**src/rtl/nrw_pkg.sv**
```systemverilog
package nrw_pkg;

  typedef enum logic [2:0] {
    ST_IDLE,
    ST_GUARD,
    ST_PIN,
    ST_POLL,
    ST_FINAL
  } nrwState_t;

  // strobes from control to datapath
  typedef struct packed {
    logic loadGuard;
    logic selRst;
    logic decGuard;
    logic incElapsed;
    logic capFinal;
  } nrwStrobe_t;

  localparam int STATUS_READY_BIT = 6;

  function automatic int nsToCyc(input int ns, input int periodNs);
    int c;
    c = (ns + periodNs - 1) / periodNs;
    if (c < 1) c = 1;
    return c;
  endfunction

endpackage

```
**src/rtl/nrw_datapath.sv**
```systemverilog
module nrw_datapath
  import nrw_pkg::*;
#(
  parameter int CLK_PERIOD_NS = 20,
  parameter int TWB_NS        = 100,
  parameter int PROG_TMO_NS   = 400_000_000,
  parameter int RST_TMO_NS    = 250_000_000
) (
  input  logic       clk,
  input  logic       rstN,
  input  nrwStrobe_t ctl,
  input  logic       rbN,
  input  logic       stAck,
  input  logic [7:0] stData,
  output logic       guardZero,
  output logic       expired,
  output logic       rbReady,
  output logic       stReady,
  output logic       done,
  output logic [7:0] status,
  output logic       timedOut
);

  localparam int TWB_CYC  = nsToCyc(TWB_NS, CLK_PERIOD_NS);
  localparam int PROG_CYC = nsToCyc(PROG_TMO_NS, CLK_PERIOD_NS);
  localparam int RST_CYC  = nsToCyc(RST_TMO_NS, CLK_PERIOD_NS);
  localparam int TMO_MAX  = (PROG_CYC > RST_CYC) ? PROG_CYC : RST_CYC;
  localparam int CW       = $clog2(TMO_MAX + 1);
  localparam int GW       = $clog2(TWB_CYC + 1);

  logic [GW-1:0] guardCnt;
  logic [CW-1:0] elapsed;
  logic [CW-1:0] limitR;
  logic          rbMeta;
  logic          rbSync;
  logic [7:0]    statusR;
  logic          timedOutR;
  logic          doneR;

  // guard interval counter
  always_ff @(posedge clk) begin
    if (!rstN) begin
      guardCnt <= '0;
    end else if (ctl.loadGuard) begin
      guardCnt <= GW'(TWB_CYC - 1);
    end else if (ctl.decGuard && guardCnt != '0) begin
      guardCnt <= guardCnt - 1'b1;
    end
  end

  assign guardZero = (guardCnt == '0);

  // wait-cycle counter and selected limit
  always_ff @(posedge clk) begin
    if (!rstN) begin
      elapsed <= '0;
      limitR  <= '0;
    end else if (ctl.loadGuard) begin
      elapsed <= '0;
      limitR  <= ctl.selRst ? CW'(RST_CYC) : CW'(PROG_CYC);
    end else if (ctl.incElapsed && !expired) begin
      elapsed <= elapsed + 1'b1;
    end
  end

  assign expired = (elapsed >= limitR);

  // two-stage synchronizer on the ready/busy line
  always_ff @(posedge clk) begin
    if (!rstN) begin
      rbMeta <= 1'b0;
      rbSync <= 1'b0;
    end else begin
      rbMeta <= rbN;
      rbSync <= rbMeta;
    end
  end

  assign rbReady = rbSync;
  assign stReady = stData[STATUS_READY_BIT];

  // result registers
  always_ff @(posedge clk) begin
    if (!rstN) begin
      statusR   <= '0;
      timedOutR <= 1'b0;
      doneR     <= 1'b0;
    end else begin
      doneR <= ctl.capFinal;
      if (ctl.capFinal) begin
        statusR   <= stData;
        timedOutR <= ~stData[STATUS_READY_BIT];
      end
    end
  end

  assign done     = doneR;
  assign status   = statusR;
  assign timedOut = timedOutR;

  // wait counter never runs past the selected limit
  a_r4_elapsed_bound: assert property (@(posedge clk) disable iff (!rstN)
    elapsed <= limitR);

  // a completion only follows an acknowledged status read
  a_r6_done_after_ack: assert property (@(posedge clk) disable iff (!rstN)
    doneR |-> $past(stAck));

  // completion is a single-cycle pulse
  a_r7_done_pulse: assert property (@(posedge clk) disable iff (!rstN)
    doneR |=> !doneR);

endmodule

```
**src/rtl/nrw_ctrl.sv**
```systemverilog
module nrw_ctrl
  import nrw_pkg::*;
(
  input  logic       clk,
  input  logic       rstN,
  input  logic       start,
  input  logic       isReset,
  input  logic       pinAvail,
  input  logic       stAck,
  input  logic       guardZero,
  input  logic       expired,
  input  logic       rbReady,
  input  logic       stReady,
  output nrwStrobe_t ctl,
  output logic       stReq,
  output logic       busy
);

  nrwState_t state, stateNxt;
  logic      usePin;

  always_comb begin
    stateNxt = state;
    ctl      = '0;
    case (state)
      ST_IDLE: begin
        if (start) begin
          ctl.loadGuard = 1'b1;
          ctl.selRst    = isReset;
          stateNxt      = ST_GUARD;
        end
      end
      ST_GUARD: begin
        ctl.decGuard = 1'b1;
        if (guardZero) stateNxt = usePin ? ST_PIN : ST_POLL;
      end
      ST_PIN: begin
        ctl.incElapsed = 1'b1;
        if (rbReady || expired) stateNxt = ST_FINAL;
      end
      ST_POLL: begin
        ctl.incElapsed = 1'b1;
        if (stAck && (stReady || expired)) stateNxt = ST_FINAL;
      end
      ST_FINAL: begin
        if (stAck) begin
          ctl.capFinal = 1'b1;
          stateNxt     = ST_IDLE;
        end
      end
      default: stateNxt = ST_IDLE;
    endcase
  end

  always_ff @(posedge clk) begin
    if (!rstN) begin
      state  <= ST_IDLE;
      usePin <= 1'b0;
    end else begin
      state <= stateNxt;
      if (state == ST_IDLE && start) usePin <= pinAvail && !isReset;
    end
  end

  assign stReq = (state == ST_POLL) || (state == ST_FINAL);
  assign busy  = (state != ST_IDLE);

  // a pending request stays up until acknowledged
  a_r9_req_held: assert property (@(posedge clk) disable iff (!rstN)
    (stReq && !stAck) |=> stReq);

  // pin-mode waits make no status request before the final read
  a_r2_pin_quiet: assert property (@(posedge clk) disable iff (!rstN)
    (busy && usePin && state != ST_FINAL) |-> !stReq);

  // a running wait only ends through an acknowledged read
  a_r8_busy_until_ack: assert property (@(posedge clk) disable iff (!rstN)
    (busy && !(stReq && stAck)) |=> busy);

  // the cycle after a start is accepted makes no request
  a_r1_guard_quiet: assert property (@(posedge clk) disable iff (!rstN)
    (!busy && start) |=> (busy && !stReq));

endmodule

```
**src/rtl/nand_rdy_wait.sv**
```systemverilog
module nand_rdy_wait
  import nrw_pkg::*;
#(
  parameter int CLK_PERIOD_NS = 20,
  parameter int TWB_NS        = 100,
  parameter int PROG_TMO_NS   = 400_000_000,
  parameter int RST_TMO_NS    = 250_000_000
) (
  input  logic       clk,
  input  logic       rstN,
  input  logic       start,
  input  logic       isReset,
  input  logic       pinAvail,
  input  logic       rbN,
  output logic       stReq,
  input  logic       stAck,
  input  logic [7:0] stData,
  output logic       busy,
  output logic       done,
  output logic [7:0] status,
  output logic       timedOut
);

  nrwStrobe_t ctl;
  logic guardZero, expired, rbReady, stReady;

  nrw_ctrl u_ctrl (
    .clk      (clk),
    .rstN     (rstN),
    .start    (start),
    .isReset  (isReset),
    .pinAvail (pinAvail),
    .stAck    (stAck),
    .guardZero(guardZero),
    .expired  (expired),
    .rbReady  (rbReady),
    .stReady  (stReady),
    .ctl      (ctl),
    .stReq    (stReq),
    .busy     (busy)
  );

  nrw_datapath #(
    .CLK_PERIOD_NS(CLK_PERIOD_NS),
    .TWB_NS       (TWB_NS),
    .PROG_TMO_NS  (PROG_TMO_NS),
    .RST_TMO_NS   (RST_TMO_NS)
  ) u_dp (
    .clk      (clk),
    .rstN     (rstN),
    .ctl      (ctl),
    .rbN      (rbN),
    .stAck    (stAck),
    .stData   (stData),
    .guardZero(guardZero),
    .expired  (expired),
    .rbReady  (rbReady),
    .stReady  (stReady),
    .done     (done),
    .status   (status),
    .timedOut (timedOut)
  );

endmodule

```
**config.mk**
```make
export PLATFORM = sky130hd
export DESIGN_NAME = nand_rdy_wait
export DESIGN_NICKNAME = d
export VERILOG_FILES = /design/src/rtl/nrw_pkg.sv /design/src/rtl/nrw_datapath.sv /design/src/rtl/nrw_ctrl.sv /design/src/rtl/nand_rdy_wait.sv
export SDC_FILE = /design/constraint.sdc
export NUM_CORES = 1
export LEC_CHECK = 0
export ABC_AREA = 1
export BUFFER_PORTS_ARGS = -buffer_cell sky130_fd_sc_hd__buf_2
export CELL_PAD_IN_SITES_DETAIL_PLACEMENT = 0
export CELL_PAD_IN_SITES_GLOBAL_PLACEMENT = 1
export CORE_MARGIN = 3
export CORE_UTILIZATION = 46
export CTS_CLUSTER_DIAMETER = 200
export DETAILED_ROUTE_END_ITERATION = 8
export GPL_ROUTABILITY_DRIVEN = 0
export PLACE_DENSITY = 0.92
export SETUP_SLACK_MARGIN = 0.2
export SLEW_MARGIN = 30
export SYNTH_ARGS = -nofsm -noshare
export SYNTH_HDL_FRONTEND = slang
export SYNTH_SLANG_ARGS = --single-unit
```
**constraint.sdc**
```tcl
create_clock -name clk -period 3.4 [get_ports clk]
set_input_delay 0.17 -clock clk [delete_from_list [all_inputs] [get_ports clk]]
set_output_delay 0.17 -clock clk [all_outputs]
set_load 0.1 [all_outputs]
```
==> summary.txt, run 1 <==
Post-cts hold buffer count -> 0
Worst Setup Slack, final -> 1.07 ns
Post-detailed-routing wire length -> 6.49 mm
RSZ-0062 raised after global routing -> false
CP top delay family -> simple AND/OR/NAND/NOR gates
Critical Path End Type -> flip-flop
Fin Setup TNS -> 0 ns
Grt total ovfl -> 0
M2 GR Usage -> 28.8%
Core Area -> 0.00574 mm²
Die Footprint -> 0.00715 mm²
Peak VDD IR -> 0.406 mV
Drt drc -> 0
Largest net degree at the start of global routing -> 27
Mean Syn Cell Area -> 6.92 µm²
Critical path's slowest cell -> inv_4
Final core area utilization -> 53.8%
Total number of vias -> 2609
Hold Path End -> u_dp.rbMeta$_SDFF_PN0_
GRT Total Usage -> 18.9%
Initial antenna violation count -> 0
Max-Cap Viols -> 0
TritonCTS Buffers -> 5
Final total power -> 1910 µW
Dpl ws -> 1.08 ns
Clock slew at reported path FFs -> 0.10 ns
Synth unique cells -> 30
Max Buffers Root-to-Sink -> 2
Cell count after synthesis -> 410
Resized cells post-CTS -> 0
TritonCTS clock tree -> done
DRT antenna net count -> 0
Startpoint Class -> flip-flop
WP buf/inv -> 3
I/O pin count -> 27
ANT cells -> 0
Worst hold path depth -> 3
Routed length per instance -> 12.8 µm
Max stage delay on crit path -> 0.34 ns
Critical path class -> reg -> reg
Endpoints failing hold -> 0
Die span in x -> 84.5 µm
Yosys warning count -> 0
GRT busiest layer -> met2
Data required, critical path -> 3.62 ns
Syn Nets -> 444
Final critical-path share of the clock period -> 68.6%
Met3 usage -> 3.73%
Layout area overhead -> 8.82%
Design Area, Final -> 0.00309 mm²
Placed cell areas -> 0.00300 mm²
Final worst clock skew -> 0.00879 ns
Die height -> 84.5 µm
First-pass GRT wire length -> 11.1 mm
CTS root buffer -> clkbuf_8
I/O Buffers -> 26
Vias/cell -> 5.15
Row count -> 27
Met1 Use GR -> 26.8%
First DRT Iteration DRCs -> 158
Setup Viol. Count Final -> 0
Fmax -> 0.429 GHz
Post-synthesis sequential area ratio -> 33.2%
Reg-to-reg startpoint -> u_dp.limitR[23]$_SDFFE_PN0P_
Slew headroom -> 60.4%
R2r setup slk -> 1.07 ns
Synth Register Bits -> 47
R2R Path End -> u_dp.elapsed[3]$_SDFFE_PP0P_
Synthesized cell area -> 0.00284 mm²
Hold path start -> rbN
Ratio of cells with drive above 1 in the final layout -> 12.4%
Hpwl dp -> 4.88 mm
First-pass detailed-route iteration total -> 4
Worst slew pin tran -> 0.592 ns
Final Slew Violations -> 0
Setup repair bufs after CTS -> 0
Crit. path cell count -> 14
H-tree levels -> 2
Leak -> 0.00133 µW
Worst-Skew Late Latency -> 0.31 ns
Status -> completed
R2R cell count -> 14
Pwr/cell area -> 618 mW/mm²
Total clock sinks -> 47
Critical Path, Cell by Cell -> inv_1 -> ha_1 -> nand2_1 -> inv_1 -> nand2_2 -> nor2_2 -> nand3_1 -> nand2_2 -> nor2_4 -> nand3_4 -> inv_4 -> nand2_1 -> nor2_1 -> nor2_1
Critical Path AT -> 2.55 ns
Worst Hold Class -> in -> reg
Crit Path Max Fanout -> 26
Starting Density -> 49.4%
Post-layout minimum cycle time -> 2.33 ns
Post-layout nets -> 468
Number of global-route vias before repair -> 2347
[sequential cells by signal (all words and copies together) (netlist names)]
signal	cells
u_dp.rbMeta	1
u_ctrl.state	3
u_dp.elapsed	25
u_dp.guardCnt	3
u_dp.limitR	3
u_ctrl.usePin	1
u_dp.timedOut	1
u_dp.rbReady	1
u_dp.status	8
u_dp.done	1
[synthesized netlist by cell type, drive strengths merged]
master / instances / area (µm²)
o21ai: 21 / 105
nor3b: 1 / 7.51
a211oi: 2 / 15.0
ha: 19 / 238
a21boi: 1 / 7.51
clkbuf: 2 / 7.51
nand3: 21 / 123
buf: 8 / 62.6
dfxtp: 47 / 941
xor2: 9 / 78.8
nand4: 9 / 56.3
nor4: 5 / 31.3
o221a: 1 / 11.3
nand2: 105 / 409
nor2: 40 / 163
a21oi: 46 / 253
inv: 58 / 220
xnor2: 7 / 61.3
o21a: 2 / 15.0
nor3: 5 / 25.0
nand3b: 1 / 7.51
[power breakdown]
part / total (µW) / switching [µW] / internal [µW]
Combinational: 896 / 680 / 216
Clock: 357 / 209 / 147
Sequential: 655 / 38.1 / 617
Total: 1910 / 927 / 980
[worst register-to-register path, stage by stage (launching register included)]
cell     delay [ns]
dfxtp_1        0.33
inv_1          0.21
ha_1           0.28
nand2_1        0.08
inv_1          0.05
nand2_2        0.07
nor2_2         0.05
nand3_1        0.09
nand2_2        0.06
nor2_4         0.12
nand3_4        0.27
inv_4          0.35
nand2_1        0.12
nor2_1         0.11
nor2_1         0.05
[per-layer routing]
| layer | share of wire, % | up-vias | routed length (µm) |
|---|---|---|---|
| li1 | - | 1369 | - |
| met1 | 50 | 1187 | 3220 |
| met2 | 45 | 45 | 2930 |
| met3 | 4.0 | 8 | 259 |
| met4 | 1.3 | 0 | 84 |
| met5 | 0 | - | 0 |
[logic make-up after synthesis]
logic type	Yosys count	share of synthesized area (%)
AO/OA/AOI/OAI	73	14.3
AND/OR/NAND/NOR	187	29.0
XOR/XNOR	16	4.94
buffers and inverters	68	10.2
flip-flops	47	33.2
adder cells (fa/ha/maj)	19	8.38
[cells in the final DEF, fill, tap and decap left out]
cell / n
nor4_1: 5
nor2_2: 2
nand3_2: 1
clkinvlp_4: 2
o21ai_0: 21
o221a_2: 1
nand2_1: 99
nand2_2: 6
nor3b_1: 1
xor2_1: 9
xnor2_1: 7
nor2_1: 37
nor2_4: 1
nand3b_1: 1
a21boi_0: 1
nor3_1: 5
o21a_1: 2
ha_1: 19
dfxtp_1: 47
inv_1: 57
a21oi_2: 6
nand3_1: 19
buf_2: 26
nand4_1: 9
buf_4: 1
nand3_4: 1
inv_4: 1
inv_6: 1
a21oi_1: 40
a211oi_1: 2
clkbuf_8: 5
[cell type report]
type	count	area [µm²]
clock buffer	5	68.8
clock inverter	3	23.8
fill	588	2660
inverter	58	220
multi-input combinational	295	1610
sequential	47	941
tap	72	90.1
timing repair buffer	27	138
[through the flow]
| step | hold slack [ns] | cells |
|---|---|---|
| floorplan | 0.268 | 410 |
| global placement | 0.360 | 499 |
| detailed placement | 0.359 | 499 |
| CTS | 0.0344 | 507 |
| global route | 0.0626 | 507 |
| finish | 0.0517 | 507 |
[worst max path at each step]
| stage | end | slack (ns) | from |
|---|---|---|---|
| after floorplan | stReq | 0.46 | u_ctrl.state[1]$_SDFFE_PN0P_ |
| after global placement | u_dp.elapsed[3]$_SDFFE_PP0P_ | 1.14 | u_dp.limitR[23]$_SDFFE_PN0P_ |
| after detailed placement | u_dp.elapsed[3]$_SDFFE_PP0P_ | 1.08 | u_dp.limitR[23]$_SDFFE_PN0P_ |
| after CTS | u_dp.elapsed[3]$_SDFFE_PP0P_ | 1.06 | u_dp.limitR[23]$_SDFFE_PN0P_ |
| after global routing | u_dp.elapsed[3]$_SDFFE_PP0P_ | 0.82 | u_dp.limitR[23]$_SDFFE_PN0P_ |
| final | u_dp.elapsed[3]$_SDFFE_PP0P_ | 1.07 | u_dp.limitR[23]$_SDFFE_PN0P_ |
(Power assumes the default switching activity.)
==> run 2, diff against run 1 <==
--- a/config.mk
+++ b/config.mk
@@ -5,16 +5,16 @@
 export SDC_FILE = /design/constraint.sdc
 export NUM_CORES = 1
 export LEC_CHECK = 0
-export ABC_AREA = 1
+export ABC_AREA = 0
 export BUFFER_PORTS_ARGS = -buffer_cell sky130_fd_sc_hd__buf_2
 export CELL_PAD_IN_SITES_DETAIL_PLACEMENT = 0
 export CELL_PAD_IN_SITES_GLOBAL_PLACEMENT = 1
 export CORE_MARGIN = 3
-export CORE_UTILIZATION = 46
+export CORE_UTILIZATION = 40
 export CTS_CLUSTER_DIAMETER = 200
 export DETAILED_ROUTE_END_ITERATION = 8
 export GPL_ROUTABILITY_DRIVEN = 0
-export PLACE_DENSITY = 0.92
+export PLACE_DENSITY = 0.83
 export SETUP_SLACK_MARGIN = 0.2
 export SLEW_MARGIN = 30
 export SYNTH_ARGS = -nofsm -noshare
==> constraint.sdc (replaced) <==
create_clock -name clk -period 2.08 [get_ports clk]
set_input_delay 0.104 -clock clk [delete_from_list [all_inputs] [get_ports clk]]
set_output_delay 0.104 -clock clk [all_outputs]
set_load 0.1 [all_outputs]
==> summary.txt, run 2 <==
Status -> finished with violations
Failing checks -> negative setup slack
ANT cells -> 0 (unchanged)
Flop pwr share -> 27.8% (-6.5 points)
Worst Hold Class -> in -> reg
FFs w/ async S/R, synth -> 0% (unchanged)
Drt drc -> 0 (unchanged)
Total clock sinks -> 47 (unchanged)
First DRT Iteration DRCs -> 163 (+3.2%)
Fin Setup TNS -> -3.94 ns (-3.94 ns)
Data required, critical path -> 2.30 ns (-1.32 ns)
Placed cell areas -> 0.00324 mm² (+8.3%)
TritonCTS Buffers -> 5 (unchanged)
Startpoint Class -> flip-flop
Critical Path AT -> 2.51 ns (-0.04 ns)
Grt total ovfl -> 0 (unchanged)
Total number of vias -> 2736 (+4.9%)
Worst Setup Slack, final -> -0.208 ns (-1.28 ns)
Post-Synth Simple-Gate Area -> 26.0% (-3.0 points)
Number of global-route vias before repair -> 2607 (+11%)
Leak -> 0.00148 µW (+11%)
Hpwl dp -> 4.94 mm (+1.1%)
Max Buffers Root-to-Sink -> 2 (unchanged)
Dpl ws -> -0.181 ns (-1.26 ns)
Sw Share -> 42.5% (-6.1 points)
Post-layout minimum cycle time -> 2.29 ns (-0.0445 ns)
Core Area -> 0.00646 mm² (+12%)
Die span in x -> 88.1 µm (+4.3%)
Worst slew pin tran -> 0.592 ns (-0.000234 ns)
I/O Buffers -> 26 (unchanged)
CTS root buffer -> clkbuf_8
Max FFs per register -> 25 (unchanged)
Top-count cell post-synth -> dfxtp_1
Post-detailed-routing wire length -> 7.57 mm (+17%)
First-pass GRT wire length -> 12.2 mm (+10%)
Worst-Skew Late Latency -> 0.32 ns (about the same)
Pwr/cell area -> 992 mW/mm² (+61%)
Endpoints failing hold -> 0 (unchanged)
Clock slew at reported path FFs -> 0.10 ns (about the same)
Slew headroom -> 60.4% (about the same)
I/O pin count -> 27 (unchanged)
Layout area overhead -> 42.9%
First-pass detailed-route iteration total -> 4 (unchanged)
Vias/cell -> 5.60 (+8.7%)
Adder-Cell Fraction of Synth Area -> 8.81% (+0.43 points)
Compound-Gate Fraction of Synth Area -> 23.4% (+9.0 points)
Final worst clock skew -> 0.00718 ns (-0.00160 ns)
Synth Flop Type -> dfxtp_1
Crit Path Max Fanout -> 8 (-69%)
Synth unique cells -> 49 (+63%)
DRT antenna net count -> 0 (unchanged)
Net Sw Power -> 1630 µW (+75%)
Fmax -> 0.437 GHz (+1.9%)
Yosys warning count -> 0 (unchanged)
Synthesized cell area -> 0.00270 mm² (-4.9%)
# fillers -> 574 (-2.4%)
Initial antenna violation count -> 0 (unchanged)
GRT Total Usage -> 19.9% (+1.0 points)
Critical path class -> reg -> reg
Max-Cap Viols -> 0 (unchanged)
Placed instance count -> 456 (-8.6%)
Post-synth EDFFs -> 0 (unchanged)
Syn Nets -> 361 (-19%)
Cell type with the largest total area after synthesis -> dfxtp_1
Commonest non-fill, non-tap cell in the layout -> buf_4
Post-layout nets -> 445 (-4.9%)
H-tree levels -> 2 (unchanged)
Row count -> 29 (+7.4%)
Critical Path End Type -> flip-flop
Mean Syn Cell Area -> 8.25 µm² (+19%)
Dominant cells by area after synthesis -> dfxtp_1, ha_1, a21oi_1
Most frequent cells in the layout -> buf_4, dfxtp_1, nand2_1
Post-synthesis sequential area ratio -> 34.9% (+1.7 points)
Starting Density -> 41.8% (-7.6 points)
TritonCTS clock tree -> done
Final std cells w/o fill -> 489 (-3.6%)
Ratio of cells with drive above 1 in the final layout -> 40.8% (+28 points)
P_int -> 2200 µW (+120%)
XOR/XNOR share of the synthesized area -> 0.649% (-4.3 points)
Design Area, Final -> 0.00386 mm² (+25%)
Setup Viol. Count Final -> 28 (+28)
Die Footprint -> 0.00777 mm² (+8.7%)
Final critical-path share of the clock period -> 110% (+41 points)
Final core area utilization -> 59.7% (+6.0 points)
Cell count after synthesis -> 327 (-20%)
Routed length per instance -> 15.5 µm (+21%)
Most flops, register -> u_dp.elapsed
Top cells by count, synth -> dfxtp_1, nand2_1, a21oi_1
Post-synth top area share -> 34.9% (+1.7 points)
RSZ-0062 raised after global routing -> true
Final Slew Violations -> 0 (unchanged)
Logic gate share of total power -> 53.1% (+6.1 points)
Synth Register Bits -> 47 (unchanged)
Largest family of logic cells by synthesized area -> simple AND/OR/NAND/NOR gates
Die height -> 88.1 µm (+4.3%)
Post-synthesis mux area share -> 0% (unchanged)
Peak VDD IR -> 1.08 mV (+170%)
Largest net degree at the start of global routing -> 23 (-15%)
Clock power frac -> 19.0% (+0.3 points)
## run 2: routing by layer
layer | vias to the layer above | track usage [%] | part of all wire (%)
li1 | 1373 | - | -
met1 | 1303 | 26.3 | 46
met2 | 54 | 33.1 | 49
met3 | 6 | 3.20 | 3.9
met4 | 0 | 7.01 | 1.2
met5 | - | 0 | 0
## run 2: final timing paths
kind	from	endpoint	slack, ns	cells past startpoint
hold reg to reg	u_dp.rbMeta$_SDFF_PN0_	u_dp.rbReady$_SDFF_PN0_	0.44	1
hold / removal	stData[5]	u_dp.status[5]$_SDFFE_PN0P_	0.02	3
setup / recovery	u_dp.limitR[23]$_SDFFE_PN0P_	u_dp.elapsed[5]$_SDFFE_PP0P_	-0.21	10
setup reg to reg	u_dp.limitR[23]$_SDFFE_PN0P_	u_dp.elapsed[5]$_SDFFE_PP0P_	-0.21	10
## run 2: what timing repair did
item,4_1_cts,5_1_grt
setup endpoints to repair,29,28
pin swaps,38,12
buffers inserted,19,2
endpoints found under the hold margin,2,0
resized for setup,49,24
gates cloned,2,0
hold buffers,2,0
## run 2: final cells by class
| cell class | instances | area, µm² | area share (%) |
|---|---|---|---|
| multi-input combinational | 243 | 1860 | 48.3 |
| sequential | 47 | 951 | 24.7 |
| timing repair buffer | 95 | 751 | 19.5 |
| tap | 77 | 96.3 | 2.50 |
| inverter | 19 | 81.3 | 2.11 |
| clock buffer | 5 | 68.8 | 1.78 |
| clock inverter | 3 | 47.5 | 1.23 |
## run 2: cells by family (layout without fill, tap and decap cells)
kind of cell	Yosys count	count (layout)
AOI/OAI and AO/OA	97	97
xor gates and xnor gates	2	2
adders and majority gates	19	19
buffers and inverters	37	122
DFF	47	47
and+or+nand+nor	125	125
## run 2: worst max-delay path, cell delays in order, from the launching register on
cell,delay (ns)
dfxtp_4,0.40
inv_8,0.07
ha_4,0.26
nand4_1,0.13
or3_4,0.42
o31ai_4,0.31
buf_4,0.17
buf_8,0.12
buf_12,0.11
nor4_2,0.04
o21a_1,0.16
## run 2: metrics by stage
| stage | hold slack [ns] | power [µW] |
|---|---|---|
| after global placement | 0.312 | 2590 |
| after CTS | 0.0262 | 3760 |
| final | 0.0243 | 3830 |
| after floorplan | 0.194 | 2270 |
| after detailed placement | 0.316 | 2620 |
| after global routing | 0.0356 | 4040 |
## run 2: power by group through the flow
stage	Combinational (µW)	Clock [µW]	Sequential [µW]
global placement	1520	0	1070
floorplan	1110	0	1160
detailed placement	1550	0	1070
CTS	1960	735	1060
finish	2030	729	1070
global route	2190	775	1070
==> run 3, diff against run 2 <==
--- a/config.mk
+++ b/config.mk
@@ -7,10 +7,8 @@
 export LEC_CHECK = 0
 export ABC_AREA = 0
 export BUFFER_PORTS_ARGS = -buffer_cell sky130_fd_sc_hd__buf_2
-export CELL_PAD_IN_SITES_DETAIL_PLACEMENT = 0
-export CELL_PAD_IN_SITES_GLOBAL_PLACEMENT = 1
 export CORE_MARGIN = 3
-export CORE_UTILIZATION = 40
+export CORE_UTILIZATION = 53
 export CTS_CLUSTER_DIAMETER = 200
 export DETAILED_ROUTE_END_ITERATION = 8
 export GPL_ROUTABILITY_DRIVEN = 0
==> summary.txt, run 3 (synthesis gave the netlist of run 2 again) <==
ANT cells -> 0 (unchanged)
Die Footprint -> 0.00598 mm² (-23%)
Area of the multi-input gates -> 0.00187 mm² (+0.40%)
Most frequent cells in the layout -> dfxtp_1, nand2_1, buf_4
First-pass detailed-route iteration total -> 5 (+1)
Worst hold path depth -> 2 (-1)
Status -> finished with violations
DRT antenna net count -> 0 (unchanged)
Failing checks -> negative setup slack
Fin Setup TNS -> -4.26 ns (-0.324 ns)
TritonCTS clock tree -> done
Fmax -> 0.431 GHz (-1.3%)
Data required, critical path -> 2.32 ns (+0.02 ns)
Max FFs per register -> 25 (unchanged)
Final worst clock skew -> 0.0104 ns (+0.00319 ns)
GRT Total Usage -> 28.7% (+8.8 points)
Max Buffers Root-to-Sink -> 2 (unchanged)
Critical Path End Type -> flip-flop
First-pass GRT wire length -> 13.8 mm (+13%)
Worst Hold Class -> in -> reg
Final critical-path share of the clock period -> 111% (+1.4 points)
Initial antenna violation count -> 0 (unchanged)
Clock slew at reported path FFs -> 0.09 ns (about the same)
WP buf/inv -> 1 (-3)
Row count -> 25 (-14%)
Hpwl dp -> 4.78 mm (-3.3%)
R2R cell count -> 8 (-2)
TritonCTS Buffers -> 5 (unchanged)
RSZ-0062 raised after global routing -> true
Final core area utilization -> 74.1% (+14 points)
I/O Buffers -> 26 (unchanged)
Total clock sinks -> 47 (unchanged)
Dpl ws -> -0.166 ns (+0.0149 ns)
Crit path top cell by count -> a21oi_2
Worst-Skew Late Latency -> 0.31 ns (about the same)
Post-layout minimum cycle time -> 2.32 ns (+0.0300 ns)
Post-layout nets -> 415 (-6.7%)
I/O pin count -> 27 (unchanged)
Peak VDD IR -> 1.43 mV (+32%)
Layout area overhead -> 32.2%
Register area -> 958 µm² (+0.79%)
Leak -> 0.00131 µW (-11%)
Drt drc -> 0 (unchanged)
Design Area, Final -> 0.00357 mm² (-7.5%)
Crit Path Max Fanout -> 34 (+26)
Total number of vias -> 2823 (+3.2%)
Ratio of cells with drive above 1 in the final layout -> 35.9% (-4.9 points)
Post-detailed-routing wire length -> 8.31 mm (+9.7%)
Number of global-route vias before repair -> 2836 (+8.8%)
Routed length per instance -> 18.5 µm (+19%)
Setup Viol. Count Final -> 28 (unchanged)
Core Area -> 0.00482 mm² (-25%)
First DRT Iteration DRCs -> 278 (+71%)
H-tree levels -> 2 (unchanged)
Die height -> 77.4 µm (-12%)
Critical path's slowest cell -> or4_4
Max-Cap Viols -> 0 (unchanged)
Placed cell areas -> 0.00313 mm² (-3.5%)
Pwr/cell area -> 982 mW/mm² (-1.1%)
Worst slew pin tran -> 0.589 ns (-0.00268 ns)
Endpoints failing hold -> 0 (unchanged)
Die span in x -> 77.4 µm (-12%)
Most flops, register -> u_dp.elapsed
Critical Path, Cell by Cell -> ha_4 -> nor4b_4 -> a41o_1 -> a21oi_2 -> o31ai_4 -> buf_12 -> or4_4 -> a21oi_2
Crit. path cell count -> 8 (-2)
Slew headroom -> 60.6% (+0.18 points)
Commonest non-fill, non-tap cell in the layout -> dfxtp_1
Largest net degree at the start of global routing -> 35 (+52%)
Grt total ovfl -> 0 (unchanged)
Starting Density -> 56.0% (+14 points)
Max stage delay on crit path -> 0.53 ns (+0.11 ns)
# fillers -> 309 (-46%)
Critical Path AT -> 2.55 ns (+0.04 ns)
Vias/cell -> 6.29 (+12%)
Startpoint Class -> flip-flop
CP top delay family -> compound AO/OA/AOI/OAI gates
CTS root buffer -> clkbuf_8
Final Slew Violations -> 0 (unchanged)
Critical path class -> reg -> reg
Worst Setup Slack, final -> -0.238 ns (-0.0300 ns)
==> run 3: cell types whose count changed in the layout (fill, tap and decap cells not counted), moves of 4 or more <==
cell	change
or4_1	+4
dfxtp_1	-4
a21oi_2	-4
or4_4	-4
buf_4	-21
a21oi_1	+4
buf_6	-5
==> run 3: final timing paths <==
check | endpoint | from | slack, ns
setup / recovery | u_dp.elapsed[16]$_SDFFE_PP0P_ | u_dp.limitR[23]$_SDFFE_PN0P_ | -0.24
hold / removal | u_dp.rbMeta$_SDFF_PN0_ | rbN | 0.02
setup reg to reg | u_dp.elapsed[16]$_SDFFE_PP0P_ | u_dp.limitR[23]$_SDFFE_PN0P_ | -0.24
hold reg to reg | u_dp.rbReady$_SDFF_PN0_ | u_dp.rbMeta$_SDFF_PN0_ | 0.44
==> run 3: power by group <==
group | switching [µW] | internal, µW
sequential | 81.9 | 990
clock | 327 | 272
combinational | 1180 | 652
==> run 3: final cells by class <==
type | count | area share [%]
multi-input cells | 243 | 52.4
clock buffers | 6 | 2.31
flip-flops and latches | 47 | 26.9
repair buffers | 65 | 13.4
inverters | 19 | 2.28
well taps | 67 | 2.35
clock inverters | 2 | 0.456
==> run 3: metal layers <==
layer	vias up	track usage, %	share of wire [%]
met2	132	49.9	52
met4	0	16.5	3.4
met1	1348	33.3	39
met5	-	0	0
li1	1310	-	-
met3	33	4.52	5.9
==> run 3: what timing repair did <==
action                     CTS  global route
hold buffers                 1             0
gates cloned                 1             0
buffers inserted             8             0
hold endpoints to repair     1             0
pin swaps                   16             5
gates resized for setup     54             8
setup endpoints to repair   29            28
==> run 3: through the flow <==
stage,power [µW],hold slack [ns],instances
final,3500,0.0186,449
after CTS,3420,0.0198,449
after detailed placement,2600,0.325,431
after global routing,3670,0.0301,449
after global placement,2550,0.313,431
after floorplan,2270,0.194,327
